**src/rtl/vin_gate_pkg.sv**
```systemverilog
package vin_gate_pkg;
    typedef enum logic [1:0] {
        GATE_HIDDEN  = 2'd0,
        GATE_FLUSH   = 2'd1,
        GATE_SHOW    = 2'd2
    } gate_state_e;
endpackage

```
**src/rtl/vin_fmt_watch.sv**
```systemverilog
module vin_fmt_watch #(
    parameter int WIDTH_W  = 16,
    parameter int HEIGHT_W = 16,
    parameter int CS_W     = 3
) (
    input  logic                clk,
    input  logic                rst_n,
    input  logic                lock_i,
    input  logic [WIDTH_W-1:0]  width_i,
    input  logic [HEIGHT_W-1:0] height_i,
    input  logic [CS_W-1:0]     cspace_i,
    output logic                stable_o
);
    localparam int FMT_W = WIDTH_W + HEIGHT_W + CS_W;

    typedef struct packed {
        logic [FMT_W-1:0] fmt;
        logic             stable;
    } watch_t;

    watch_t watch_d, watch_q;
    logic [FMT_W-1:0] fmt_now;

    assign fmt_now = {width_i, height_i, cspace_i};

    always_comb begin
        watch_d        = watch_q;
        watch_d.fmt    = fmt_now;
        watch_d.stable = lock_i && (fmt_now == watch_q.fmt);
    end

    always_ff @(posedge clk or negedge rst_n) begin
        if (!rst_n) begin
            watch_q <= '0;
        end else begin
            watch_q <= watch_d;
        end
    end

    assign stable_o = watch_q.stable;

    a_r2_needs_lock: assert property (@(posedge clk) disable iff (!rst_n)
        stable_o |-> $past(lock_i));

    a_r3_change_drops: assert property (@(posedge clk) disable iff (!rst_n)
        ($past(rst_n) && !$stable(fmt_now)) |=> !stable_o);
endmodule

```
**src/rtl/vin_flush_track.sv**
```systemverilog
module vin_flush_track #(
    parameter int CNT_W        = 16,
    parameter int FLUSH_FRAMES = 4
) (
    input  logic             clk,
    input  logic             rst_n,
    input  logic             snap_i,
    input  logic [CNT_W-1:0] count_i,
    output logic             done_o
);
    localparam logic [CNT_W-1:0] FLUSH_LIM = CNT_W'(FLUSH_FRAMES);

    logic [CNT_W-1:0] base_d, base_q;
    logic [CNT_W-1:0] advance;

    always_comb begin
        base_d = base_q;
        if (snap_i) begin
            base_d = count_i;
        end
    end

    always_ff @(posedge clk or negedge rst_n) begin
        if (!rst_n) begin
            base_q <= '0;
        end else begin
            base_q <= base_d;
        end
    end

    // modulo difference: wrap of the counter is harmless
    assign advance = count_i - base_q;
    assign done_o  = (advance >= FLUSH_LIM);

    a_r4_snap_taken: assert property (@(posedge clk) disable iff (!rst_n)
        snap_i |=> (base_q == $past(count_i)));
endmodule

```
**src/rtl/vin_layer_gate.sv**
```systemverilog
module vin_layer_gate
    import vin_gate_pkg::*;
#(
    parameter int WIDTH_W      = 16,
    parameter int HEIGHT_W     = 16,
    parameter int CS_W         = 3,
    parameter int CNT_W        = 16,
    parameter int FLUSH_FRAMES = 4
) (
    input  logic                clk,
    input  logic                rst_n,
    input  logic                lock_i,
    input  logic [WIDTH_W-1:0]  width_i,
    input  logic [HEIGHT_W-1:0] height_i,
    input  logic [CS_W-1:0]     cspace_i,
    input  logic [CNT_W-1:0]    rd_count_i,
    input  logic                reconf_i,
    output logic                capture_en_o,
    output logic                layer_en_o,
    output logic                stable_o
);
    typedef struct packed {
        gate_state_e st;
    } gate_t;

    gate_t gate_d, gate_q;
    logic  stable_w;
    logic  snap_w;
    logic  flushed_w;

    vin_fmt_watch #(
        .WIDTH_W (WIDTH_W),
        .HEIGHT_W(HEIGHT_W),
        .CS_W    (CS_W)
    ) u_watch (
        .clk     (clk),
        .rst_n   (rst_n),
        .lock_i  (lock_i),
        .width_i (width_i),
        .height_i(height_i),
        .cspace_i(cspace_i),
        .stable_o(stable_w)
    );

    vin_flush_track #(
        .CNT_W       (CNT_W),
        .FLUSH_FRAMES(FLUSH_FRAMES)
    ) u_flush (
        .clk    (clk),
        .rst_n  (rst_n),
        .snap_i (snap_w),
        .count_i(rd_count_i),
        .done_o (flushed_w)
    );

    always_comb begin
        gate_d = gate_q;
        snap_w = 1'b0;
        unique case (gate_q.st)
            GATE_HIDDEN: begin
                if (stable_w) begin
                    gate_d.st = GATE_FLUSH;
                    snap_w    = 1'b1;
                end
            end
            GATE_FLUSH: begin
                if (!stable_w) begin
                    gate_d.st = GATE_HIDDEN;
                end else if (reconf_i) begin
                    snap_w = 1'b1;
                end else if (flushed_w) begin
                    gate_d.st = GATE_SHOW;
                end
            end
            GATE_SHOW: begin
                if (!stable_w) begin
                    gate_d.st = GATE_HIDDEN;
                end else if (reconf_i) begin
                    gate_d.st = GATE_FLUSH;
                    snap_w    = 1'b1;
                end
            end
            default: gate_d.st = GATE_HIDDEN;
        endcase
    end

    always_ff @(posedge clk or negedge rst_n) begin
        if (!rst_n) begin
            gate_q.st <= GATE_HIDDEN;
        end else begin
            gate_q <= gate_d;
        end
    end

    assign stable_o     = stable_w;
    assign capture_en_o = stable_w && (gate_q.st != GATE_HIDDEN);
    assign layer_en_o   = stable_w && (gate_q.st == GATE_SHOW);

    a_r9_layer_needs_capture: assert property (@(posedge clk) disable iff (!rst_n)
        layer_en_o |-> capture_en_o);

    a_r3_show_drops: assert property (@(posedge clk) disable iff (!rst_n)
        (gate_q.st == GATE_SHOW && !stable_w) |=> (gate_q.st == GATE_HIDDEN));

    a_r5_show_after_flush: assert property (@(posedge clk) disable iff (!rst_n)
        $rose(gate_q.st == GATE_SHOW) |-> ($past(flushed_w) && $past(gate_q.st == GATE_FLUSH)));

    a_r7_reconf_rehides: assert property (@(posedge clk) disable iff (!rst_n)
        (gate_q.st == GATE_SHOW && stable_w && reconf_i) |=> (gate_q.st == GATE_FLUSH));
endmodule

```
**config.mk**
```make
export PLATFORM = sky130hd
export DESIGN_NAME = vin_layer_gate
export DESIGN_NICKNAME = d
export VERILOG_FILES = /design/src/rtl/vin_gate_pkg.sv /design/src/rtl/vin_fmt_watch.sv /design/src/rtl/vin_flush_track.sv /design/src/rtl/vin_layer_gate.sv
export SDC_FILE = /design/constraint.sdc
export NUM_CORES = 1
export LEC_CHECK = 0
export CAP_MARGIN = 20
export CORE_MARGIN = 2
export CORE_UTILIZATION = 41
export CTS_CLUSTER_DIAMETER = 200
export DETAILED_ROUTE_END_ITERATION = 12
export GPL_TIMING_DRIVEN = 0
export PLACE_DENSITY = 0.66
export SLEW_MARGIN = 25
export SYNTH_ARGS = -nofsm -noshare
export SYNTH_HDL_FRONTEND = slang
export SYNTH_SLANG_ARGS = --single-unit
```
**constraint.sdc**
```tcl
create_clock -name clk -period 6.05 [get_ports clk]
set_clock_uncertainty 0.1 [all_clocks]
set_input_delay 0.9075 -clock clk [delete_from_list [all_inputs] [get_ports clk]]
set_output_delay 0.9075 -clock clk [all_outputs]
set_load 0.05 [all_outputs]
```
-- Word level (Yosys, flattened, before mapping)
Cells that the tools add are included.
- register bits after elaboration: 54
- latch bits: 0
- RAM bits: 0
- memory bits (read-only): 0
- bits of input ports: 55
- output and inout port bits: 3
- word-level logic and storage cells: 31
- memories kept: 0
- add/sub/neg operators: 1
- $mul: 0
- divide/modulo/power cells: 0
- order comparisons: 1
- equal/unequal tests: 7
- shift-type cells: 0
- multiplexer cells: 11
- bitwise gates (word level): 0
- reduce and logical (&&, ||, !) cells: 7
- operator list (operator ; count):
    $eq 35x35->1 ; 1
    $ge 16x3->1 const B ; 1
    $sub 16x16->16 ; 1
    $mux 2 ; 6
    $ne 3x3->1 const B ; 3
    $pmux 2 s3 ; 1
    $reduce_and 4->1 ; 1
    $logic_and 1x1->1 ; 3
    $mux 1 ; 3
    $eq 2x1->1 const B ; 1
    $eq 2x2->1 const B ; 1
    $logic_not 2->1 ; 1
    $ne 2x1->1 const B ; 1
    $pmux 1 s2 ; 1
    $reduce_bool 2->1 ; 1
    $reduce_or 2->1 ; 1

-- Longest topological paths before layout
- depth after elaboration: 6
- gate-level depth with buffers: 12
- depth with buffers taken out: 12

-- Modules after synthesis
A second synthesis with hierarchy kept.
- cells, all modules: 293
- area total of the unflattened synthesis: 2980.4 µm²
- by module, submodules not included (module ; instances ; cells each ; area each (µm²) ; seq. area each (µm²)):
    vin_flush_track ; 1 ; 185 ; 1463.9 ; 400.4
    vin_fmt_watch ; 1 ; 83 ; 1287.5 ; 900.9
    vin_layer_gate ; 1 ; 25 ; 229.0 ; 50.0

-- Worst setup path before layout
No wires, ideal clock.
- path kind: input-to-reg
- start point: in rd_count_i[0]
- end point: reg gate_q[0] (netlist bit)
- setup time: 125 ps
- arrival: 3091 ps
- data required time: 5825 ps
- path slack: 2734 ps
- stages on the path: 12
- path buffers: 0
- path through: inv_1 ha_1 inv_1 fa_1 a211oi_2 o211ai_1 a41oi_2 xnor2_1 a21oi_1 nand4_1 o31ai_4 mux2_4
- longest elaborated chain between the ends: 4
- RTL lines (item ; line ; text):
    start, declared ; vin_layer_gate.sv:16 ; input logic [CNT_W-1:0] rd_count_i,
    $sub 16x16->16 ; vin_flush_track.sv:32 ; assign advance = count_i - base_q;
    $ge 16x3->1 ; vin_flush_track.sv:33 ; assign done_o = (advance >= FLUSH_LIM);
    $ne 3x3->1 (no source line) ; n/a ;
    $reduce_and 4->1 (no source line) ; n/a ;
    end signal, assigned ; vin_layer_gate.sv:91 ; gate_q <= gate_d;
    end, declared ; vin_layer_gate.sv:26 ; gate_t gate_d, gate_q;
Every way passes these cells.
A chain may end at the register's enable or synchronous reset.

-- Worst setup path after layout
Same ends and word-level chain as after synthesis.

==> impl_results.md <==
- Period utilization: 62.85%
- Max Fanout on Critical Path: 4
- Cts-stage hold buffer count: 0
- Vias in the first global route: 2295
- Arrival time at the worst endpoint: 3.90 ns
- First-pass GRT wire length: 10360 um
- GR Overflow Total: 0
- Peak Freq: 0.2630 GHz
- # setup viols final: 0
- Commonest non-fill, non-tap cells in the layout: clkdlybuf4s50_1, dfrtp_1, xor2_1, nand2_1, inv_1
- Req. time, crit path: 6.14 ns
- DP HPWL: 4755 um
- Tmin final: 3.803 ns
- Startpoint Class: primary input
- Final Hold Viols: 0
- IO buf count: 57
- Clock Latency Late Sink: 0.30 ns
- Routability congestion estimate: 0.8765
- Sequential Power Share: 52.1%
- Unrepaired setup endpoints after global routing: false
- Routed vias: 2295
- Final TNS setup: 0 ns
- Cell taking the most area after synthesis: dfrtp_1
- CTS Sinks: 54
- Core ar.: 7176 sq um
- DRC viols: 0
- Total Routing Usage GR: 15.33%
- DR WL/cell: 13.09 um
- Syn Nets: 368
- Die height: 89.73 um
- Post-route antenna net violation count: 0
- Synth area leaders: dfrtp_1, xor2_1, ha_1
- Synth Warn #: 0
- Nets: 433
- Leak pwr: 1.675 nW
- Initial antenna violation count: 0
- Commonest non-fill, non-tap cell in the layout: clkdlybuf4s50_1
- Max-cap violations: 0
- Finished Core Util: 53.64%
- Pin count of the biggest net entering global routing: 54
- Total Wirelength: 5995 um
- Net Sw Power: 0.0001713 W
- Synth top area share: 44.85%
- Main flop type after synthesis: dfrtp_1
- Status: finished clean
- Total internal power: 0.0005537 W
- Vias per cell: 5.011
- Switching Share: 23.62%
- Post-CTS sizing: 0
- EDFF count, synth: 0
- #FFs+latches synth: 54
- Clock Power Share: 34.0%
- Post-synthesis cell count: 293
- CP max stage cell: clkdlybuf4s50_1
- Slew margin rel.: 63.92%
- Post-synthesis cell area: 3013 sq um
- Initial DRC Count: 117
- Async SR Flop Fraction: 100.0%
- Sequential share of the synthesized area: 44.85%
- Crit-path max cell delay: 0.41 ns
- Initial core utilization: 41.99%
- Die width: 89.73 um
- Peak supply drop: 0.0001330 V
- Most used cell, CP: inv_1
- Total iterations of the first detailed-routing run: 4
- Pwr per Cell Area: 188.4 nW/um^2
- Combinational power share: 13.9%
- Diode count: 0
- Design Power: 0.0007250 W
- CTS tree: yes
- Worst setup EP type: register
- Slew Viols, Final: 0
- Area Growth Syn to Fin: 27.74%
- Clock buffer depth: 2
- Critical setup path kind: primary input to register
- Worst Tran Pin Value: 0.5412 ns
- Total die area: 8051 sq um
- Post-synth cell types: 57
- Cts bufs inserted: 5
- Root Buffer: clkbuf_8
- Reg clk slew, reported paths: 0.10 ns
- CP Cell Sequence: clkdlybuf4s50_1 -> inv_1 -> ha_1 -> inv_1 -> fa_1 -> a211oi_2 -> o211ai_1 -> a41oi_2 -> xnor2_1 -> a21oi_1 -> nand4_1 -> o31ai_4 -> mux2_4
- I/O pin count: 58
- Row count: 31
- HP Class: primary input to async pin
- H-tree depth: 2
- Layout cells sized above 1: 7.242%
- Syn_area_per_cell: 10.28 sq um
- Post-CTS Setup Bufs: 0
[cell type report]
| type | count | area (sq um) |
|---|---|---|
| multi-input combinational | 205 | 1528 |
| buffer | 10 | 43.79 |
| tap | 99 | 123.9 |
| sequential | 54 | 1351 |
| clock inverter | 3 | 47.55 |
| clock buffer | 5 | 68.82 |
| fill | 661 | 3327 |
| timing repair buffer | 58 | 595.6 |
| inverter | 24 | 90.09 |
[power groups by stage]
stage                     clock network [W]   logic, W  registers [W]
final                              0.000246   0.000101       0.000378
after global routing               0.000271   0.000112       0.000379
after CTS                          0.000258   0.000103       0.000378
after detailed placement                  0   0.000103       0.000385
after global placement                    0  0.0000991       0.000385
after floorplan                           0  0.0000424       0.000384
[worst paths after layout]
check	start	to	slack (ns)	depth (start not counted)
setup / recovery	rd_count_i[0]	gate_q[0]	2.25	13
hold / removal	rst_n	u_watch.watch_q[26]	0.29	1
min in group clk	u_flush.base_q[0]	u_flush.base_q[0]	0.43	1
hold reg to reg	u_flush.base_q[0]	u_flush.base_q[0]	0.43	1
setup reg to reg	u_flush.base_q[0]	gate_q[0]	2.97	11
max in group asynchronous	rst_n	u_flush.base_q[9]	5.14	2
[stage by stage]
stage	std cells	hold WS, ns	worst slack (ns)	instance area, sq um
2_1_floorplan	293	0.3849	2.734	3013
3_3_place_gp	449	0.3936	1.955	3707
6_report	458	0.2854	2.247	3849
4_1_cts	458	0.2702	2.286	3849
5_1_grt	458	0.2626	2.129	3849
3_5_place_dp	450	0.4155	1.954	3732
[logic make-up after synthesis]
| family | Yosys count | synth area share, % |
|---|---|---|
| flops | 54 | 44.85 |
| xor+xnor | 40 | 11.63 |
| fa+ha+maj | 20 | 8.555 |
| simple gates | 70 | 11.79 |
| mux | 6 | 2.284 |
| compound gates | 69 | 16.45 |
| buf+inv | 34 | 4.444 |
[cell usage after synthesis (5+ instances only)]
cell	count
nand2_1	24
dfrtp_1	54
xor2_1	30
xnor2_1	10
nand4_1	5
o21ai_0	21
clkbuf_1	7
ha_1	19
nor4_1	8
inv_1	23
nor2_1	15
a21oi_1	10
[flip-flops by register name, indices dropped and copies added, names as in the netlist]
name,cells
u_watch.stable_o,1
u_flush.base_q,16
u_watch.watch_q,35
gate_q,2
[routing by layer]
layer  wire [um]  GRT usage, %
met4          19         3.077
met2        2915         25.25
met3         274         3.018
met1        2786         21.27
met5           0             0
[worst max-delay path: cells and delay by family]
family                     cells  cell delay [ns]
AOI/OAI and AO/OA              5             1.28
and+or+nand+nor                1             0.18
adders and majority gates      2             0.58
muxes                          1             0.32
xor gates and xnor gates       1             0.09
buffers and inverters          3             0.53
Note: power is estimated with default switching activity, not from simulation.
